$ cat config.mk
export PLATFORM = sky130hd
export DESIGN_NAME = flow_gate
export DESIGN_NICKNAME = d
export VERILOG_FILES = /design/src/rtl/flow_gate_pkg.sv /design/src/rtl/fg_size_decode.sv /design/src/rtl/fg_slot_cfg.sv /design/src/rtl/fg_req_capture.sv /design/src/rtl/flow_gate.sv
export SDC_FILE = /design/constraint.sdc
export NUM_CORES = 1
export LEC_CHECK = 0
export BUFFER_PORTS_ARGS = -buffer_cell sky130_fd_sc_hd__buf_2
export CAP_MARGIN = 20
export CORE_MARGIN = 2
export CORE_UTILIZATION = 30
export CTS_BUF_LIST = sky130_fd_sc_hd__clkbuf_8
export DETAILED_ROUTE_END_ITERATION = 8
export PLACE_DENSITY = 0.46
export SLEW_MARGIN = 20
export SYNTH_ARGS = -nofsm -noshare
export SYNTH_HDL_FRONTEND = slang
export SYNTH_SLANG_ARGS = --single-unit
$ cat constraint.sdc
create_clock -name clk -period 4.3 [get_ports clk]
set_input_delay 0.215 -clock clk [delete_from_list [all_inputs] [get_ports clk]]
set_output_delay 0.215 -clock clk [all_outputs]
set_load 0.02 [all_outputs]
$ cat src/rtl/flow_gate_pkg.sv
package flow_gate_pkg;
  localparam int CODE_W   = 3;
  localparam int LEN_W    = 9;
  localparam int WORD_W   = 32;
  localparam int SRST_BIT = 17;
  localparam int MUX_BIT  = 18;
  localparam int UNIT_LEN = 16;

  typedef struct packed {
    logic [CODE_W-1:0] code;
    logic              mux;
  } slot_cfg_t;
endpackage

$ cat src/rtl/fg_size_decode.sv
module fg_size_decode
  import flow_gate_pkg::*;
(
  input  logic [CODE_W-1:0] code_i,
  output logic [LEN_W-1:0]  len_o,
  output logic              reserved_o
);
  always_comb begin
    reserved_o = 1'b0;
    len_o      = '0;
    case (code_i)
      3'd0, 3'd1, 3'd2, 3'd3: len_o = LEN_W'(UNIT_LEN) << code_i;
      3'd4:                   len_o = LEN_W'(192);
      3'd5:                   len_o = LEN_W'(256);
      default:                reserved_o = 1'b1;
    endcase
  end

  always_comb begin
    if (!reserved_o) begin
      assert_len_legal_R1: assert (len_o != '0 && len_o[3:0] == 4'd0);
    end
  end
endmodule

$ cat src/rtl/fg_slot_cfg.sv
module fg_slot_cfg
  import flow_gate_pkg::*;
#(
  parameter int NUM_CLIENTS = 16,
  parameter int IDX_W       = $clog2(NUM_CLIENTS)
) (
  input  logic                        clk,
  input  logic                        rst_n,
  input  logic                        we_i,
  input  logic [IDX_W-1:0]            idx_i,
  input  logic [WORD_W-1:0]           data_i,
  output slot_cfg_t [NUM_CLIENTS-1:0] cfg_o,
  output logic [NUM_CLIENTS-1:0]      clear_o
);
  slot_cfg_t [NUM_CLIENTS-1:0] cfg_q, cfg_d;
  logic [NUM_CLIENTS-1:0]      slot_en;

  for (genvar k = 0; k < NUM_CLIENTS; k++) begin : g_slot
    assign slot_en[k] = we_i && (idx_i == IDX_W'(k));
    assign clear_o[k] = slot_en[k] && data_i[SRST_BIT];

    always_comb begin
      cfg_d[k] = cfg_q[k];
      if (slot_en[k]) begin
        cfg_d[k].code = data_i[CODE_W-1:0];
        cfg_d[k].mux  = data_i[MUX_BIT];
      end
    end

    always_ff @(posedge clk or negedge rst_n) begin
      if (!rst_n) cfg_q[k] <= '0;
      else if (slot_en[k]) cfg_q[k] <= cfg_d[k];
    end

    assert_write_lands_R8: assert property (@(posedge clk) disable iff (!rst_n)
      slot_en[k] |=> (cfg_q[k].mux == $past(data_i[MUX_BIT])));
  end

  assign cfg_o = cfg_q;
endmodule

$ cat src/rtl/fg_req_capture.sv
module fg_req_capture #(
  parameter int NUM_CLIENTS = 16
) (
  input  logic                   clk,
  input  logic                   rst_n,
  input  logic [NUM_CLIENTS-1:0] req_i,
  input  logic [NUM_CLIENTS-1:0] consume_i,
  input  logic [NUM_CLIENTS-1:0] clear_i,
  output logic [NUM_CLIENTS-1:0] pending_o
);
  logic [NUM_CLIENTS-1:0] req_q, pend_q, pend_d, rise;

  assign rise = req_i & ~req_q;

  for (genvar k = 0; k < NUM_CLIENTS; k++) begin : g_pend
    always_comb begin
      pend_d[k] = pend_q[k];
      if (clear_i[k])        pend_d[k] = 1'b0;
      else if (rise[k])      pend_d[k] = 1'b1;
      else if (consume_i[k]) pend_d[k] = 1'b0;
    end

    assert_rise_arms_R3: assert property (@(posedge clk) disable iff (!rst_n)
      ($rose(req_i[k]) && !clear_i[k]) |=> pend_q[k]);
    assert_grant_clears_R4: assert property (@(posedge clk) disable iff (!rst_n)
      (consume_i[k] && !clear_i[k] && !$rose(req_i[k])) |=> !pend_q[k]);
    assert_srst_clears_R7: assert property (@(posedge clk) disable iff (!rst_n)
      clear_i[k] |=> !pend_q[k]);
    assert_race_keeps_R9: assert property (@(posedge clk) disable iff (!rst_n)
      (consume_i[k] && $rose(req_i[k]) && !clear_i[k]) |=> pend_q[k]);
  end

  always_ff @(posedge clk or negedge rst_n) begin
    if (!rst_n) begin
      req_q  <= '0;
      pend_q <= '0;
    end else begin
      req_q  <= req_i;
      pend_q <= pend_d;
    end
  end

  assign pending_o = pend_q;
endmodule

$ cat src/rtl/flow_gate.sv
module flow_gate
  import flow_gate_pkg::*;
#(
  parameter int NUM_CLIENTS = 16,
  parameter int IDX_W       = $clog2(NUM_CLIENTS)
) (
  input  logic                   clk,
  input  logic                   rst_n,
  input  logic [NUM_CLIENTS-1:0] req_i,
  input  logic                   cfg_we_i,
  input  logic [IDX_W-1:0]       cfg_idx_i,
  input  logic [WORD_W-1:0]      cfg_data_i,
  input  logic                   q_valid_i,
  input  logic [IDX_W-1:0]       q_src_idx_i,
  input  logic [IDX_W-1:0]       q_dst_idx_i,
  input  logic                   q_to_mem_i,
  output logic                   q_grant_o,
  output logic [LEN_W-1:0]       q_len_o,
  output logic                   q_err_o,
  output logic                   q_mux_o,
  output logic                   q_bypass_o
);
  logic [1:0] rst_pipe;
  logic       rst_sync_n;

  always_ff @(posedge clk or negedge rst_n) begin
    if (!rst_n) rst_pipe <= 2'b00;
    else        rst_pipe <= {rst_pipe[0], 1'b1};
  end
  assign rst_sync_n = rst_pipe[1];

  slot_cfg_t [NUM_CLIENTS-1:0] slot_cfg;
  logic [NUM_CLIENTS-1:0]      slot_clear, pending, consume;
  logic [IDX_W-1:0]            sel_idx;
  logic                        sel_zero, sel_pend, sel_rsvd, block_grant;
  logic [LEN_W-1:0]            sel_len;

  fg_slot_cfg #(.NUM_CLIENTS(NUM_CLIENTS), .IDX_W(IDX_W)) u_cfg (
    .clk(clk), .rst_n(rst_sync_n), .we_i(cfg_we_i), .idx_i(cfg_idx_i),
    .data_i(cfg_data_i), .cfg_o(slot_cfg), .clear_o(slot_clear)
  );

  fg_req_capture #(.NUM_CLIENTS(NUM_CLIENTS)) u_cap (
    .clk(clk), .rst_n(rst_sync_n), .req_i(req_i), .consume_i(consume),
    .clear_i(slot_clear), .pending_o(pending)
  );

  assign sel_idx  = q_to_mem_i ? q_src_idx_i : q_dst_idx_i;
  assign sel_zero = (sel_idx == '0);
  assign sel_pend = pending[sel_idx];

  fg_size_decode u_dec (
    .code_i(slot_cfg[sel_idx].code), .len_o(sel_len), .reserved_o(sel_rsvd)
  );

  assign block_grant = q_valid_i && !sel_zero && sel_pend && !sel_rsvd;

  always_comb begin
    consume = '0;
    if (block_grant) consume[sel_idx] = 1'b1;
  end

  assign q_bypass_o = q_valid_i && sel_zero;
  assign q_grant_o  = q_bypass_o || block_grant;
  assign q_err_o    = q_valid_i && !sel_zero && sel_rsvd;
  assign q_len_o    = (q_valid_i && !sel_zero) ? sel_len : '0;
  assign q_mux_o    = q_valid_i && !sel_zero && slot_cfg[sel_idx].mux;

  assert_bypass_free_R5: assert property (@(posedge clk) disable iff (!rst_sync_n)
    q_bypass_o |-> (q_grant_o && q_len_o == '0 && !q_err_o && consume == '0));
  assert_err_blocks_R2: assert property (@(posedge clk) disable iff (!rst_sync_n)
    q_err_o |-> (!q_grant_o && q_len_o == '0));
  assert_one_block_R4: assert property (@(posedge clk) disable iff (!rst_sync_n)
    $onehot0(consume));
  assert_grant_needs_pend_R4: assert property (@(posedge clk) disable iff (!rst_sync_n)
    (q_grant_o && !q_bypass_o) |-> pending[sel_idx]);
endmodule

==> results.yml <==
run_status:
  status: "complete, no violations"
layout:
  drive_above_1_share: 0.331
  final_util: 0.357
  stdcell_area_sq_um: 5630
  nNetsFinal: 513
  syn2layout_area_growth_pct: 17.0
  stdcell_count: 670
synthesis:
  yosys.area.top_type_share: 0.510
  post-synth-top-area-cell: "dfrtp_1"
  ys_seq_elements: 98
  syn-cell-area_sq_um: 4810
  postSynthCellCount: 392
  synth_common_cells: "dfrtp_1, mux2_2, nor2_1, nor3_1"
  syn_avg_cell_area_sq_um: 12.3
  synth.most_common_cell: "dfrtp_1"
  ys_warn_count: 0
  yosysUniqueCellTypes: 51
  synth_edf_count: 0
  synth_area_leaders: "dfrtp_1, mux2_2, mux4_2"
  async_reset_ff_frac: 1.00
  ys_seq_area_frac: 0.510
  synthFlopType: "dfrtp_1"
global_routing:
  grtUsageTotal: 0.160
  gr-total-overflow: 0
  grt_max_degree: 59
  antenna_found_initial: 1
  grt_pass1_vias: 3445
  grt_pass1_wl_mm: 19.9
clocking:
  cts-resized-gates: 0
  cts_sinks: 98
  hold_buffers: 17
  clockBufferDepth: 2
  clockRootBuffer: "clkbuf_8"
  h-tree-depth: 3
  path_clk_slew_ns: 0.09
  worstSkewPairLatency_ns: 0.38
  cts_setup_buffers: 0
  cts_tree: "done"
  cts_inserted_buffers: 9
timing:
  rsz0062_at_grt: "no"
  period_needed_ns: 3.56
  tns_ns: 0
  fmax_mhz: 281
  finalMaxSlewViolations: 0
  setup_violations: 0
  fin_crit_sh: 0.829
  finClkSkew_ns: 0.0108
  relSlewSlack: 0.375
  holdWs_ns: 0.137
  hold_viol_final: 0
  setup_ws_ns: 0.737
  worstMarginPinSlew_ns: 0.934
routing:
  vias: 3417
  ant_nets: 0
  via_per_inst: 5.10
  wl_per_cell_um: 19.4
  drt_iter0_markers: 269
  drt-pass1-iter-count: 4
  drc: 0
  wl_mm: 13.0
setup_path:
  startpoint_type: "input port"
  crit_top_cell: "buf_2"
  crit_path_top_delay_cell: "a2111oi_4"
  cp_slowest_stage_delay_ns: 0.73
  end_kind: "output port"
  crit_buf_inv: 2
  cp_top_family: "compound AO/OA/AOI/OAI gates"
  arrival_ns: 3.35
  crit_required_ns: 4.09
  worstSetupPathType: "input port to output port"
  crit_fanout: 26
  r2r_slack_ns: 1.54
  path_cells: "buf_2 > mux2_4 > mux4_2 > a22o_1 > a211o_4 > a2111oi_4 > or2_1 > buf_2"
die:
  fp.dieH_um: 131
  row_count: 46
  dieArea_sq_um: 17100
  io_pins: 78
  fp.coreArea_sq_um: 15800
  start_util: 0.305
  die_x_um: 131
power:
  total_power_mw: 2.34
  power_leakage_nw: 2.33
  peakVddDrop_v: 0.000188
  powerDensity_nw_per_um2: 416
placement:
  dp_worst_setup_slack_ns: 0.733
  dpl.hpwl_mm: 9.02
  dp.cells: 636
  gp_congestion: 0.757
  placed_cell_area_sq_um: 5230
  numPortBuffers: 46
worst_hold_path:
  hold_class: "input port to async pin"
job:
  maxCapViolations: 0
## sequential cells by signal, indices dropped and copies added, names as in the netlist
signal           cells
u_cap.req_q         16
u_cfg.cfg_o         64
rst_pipe             2
u_cap.pending_o     16
## metal layers
metal / share of wire / track usage
met5: 0 / 0
met4: 0.016 / 0.0432
met3: 0.054 / 0.0456
met2: 0.46 / 0.247
met1: 0.47 / 0.223
## final timing paths
check	start	to	cells past startpoint
max	q_to_mem_i	q_grant_o	8
min	rst_n	rst_pipe[1]$_DFF_PN0_	2
max reg2reg	u_cfg.cfg_o[62]$_DFFE_PN0P_	u_cap.pending_o[10]$_DFFE_PN0P_	6
min reg2reg	rst_pipe[0]$_DFF_PN0_	rst_pipe[1]$_DFF_PN0_	0
max in group asynchronous	rst_pipe[1]$_DFF_PN0_	u_cfg.cfg_o[13]$_DFFE_PN0P_	1
min in group clk	cfg_data_i[17]	u_cap.pending_o[0]$_DFFE_PN0P_	2
## cell families (layout without fill, tap and decap cells)
family          count (synthesis)  in the layout  synth area share
compound gates                 64             64             0.105
mux                            93             93             0.235
flops                          98             98             0.510
buf+inv                        32             90            0.0328
simple gates                  103            103             0.116
other cells                     2              6           0.00156
## final cells by class
| cell class | instances | area, sq um |
|---|---|---|
| tap | 216 | 270 |
| clock inverter | 6 | 87.6 |
| clock buffer | 10 | 138 |
| sequential | 98 | 2460 |
| inverter | 6 | 22.5 |
| antenna | 1 | 2.50 |
| timing repair buffer | 68 | 438 |
| multi-input combinational | 265 | 2210 |
| fill | 1567 | 10100 |
## report_power, final
part	leakage [nW]	switching [mW]	internal [mW]
registers	1.15	0.0915	1.08
clock network	0.117	0.330	0.346
logic	1.06	0.232	0.257
## cell usage in the layout (no fill, tap or decap), types with 4 or more instances in the layout
cell type | synthesis | final
buf_2 | 5 | 46
o22ai_1 | 9 | 9
a21oi_1 | 8 | 8
nor3b_1 | 4 | 4
mux2_2 | 66 | 66
a221oi_1 | 10 | 10
nand2_1 | 8 | 8
nand2b_1 | 4 | 4
mux4_2 | 9 | 9
nor3_1 | 19 | 19
nor4bb_1 | 4 | 4
inv_1 | 6 | 6
dlygate4sd3_1 | 0 | 17
dfrtp_1 | 98 | 97
conb_1 | 2 | 5
o21ai_0 | 5 | 5
mux2i_1 | 17 | 17
clkbuf_8 | 0 | 10
nor2b_1 | 17 | 17
nor2_1 | 29 | 29
buf_4 | 4 | 5
nand3b_1 | 5 | 5
No activity file was read; power rests on OpenSTA's default activity.
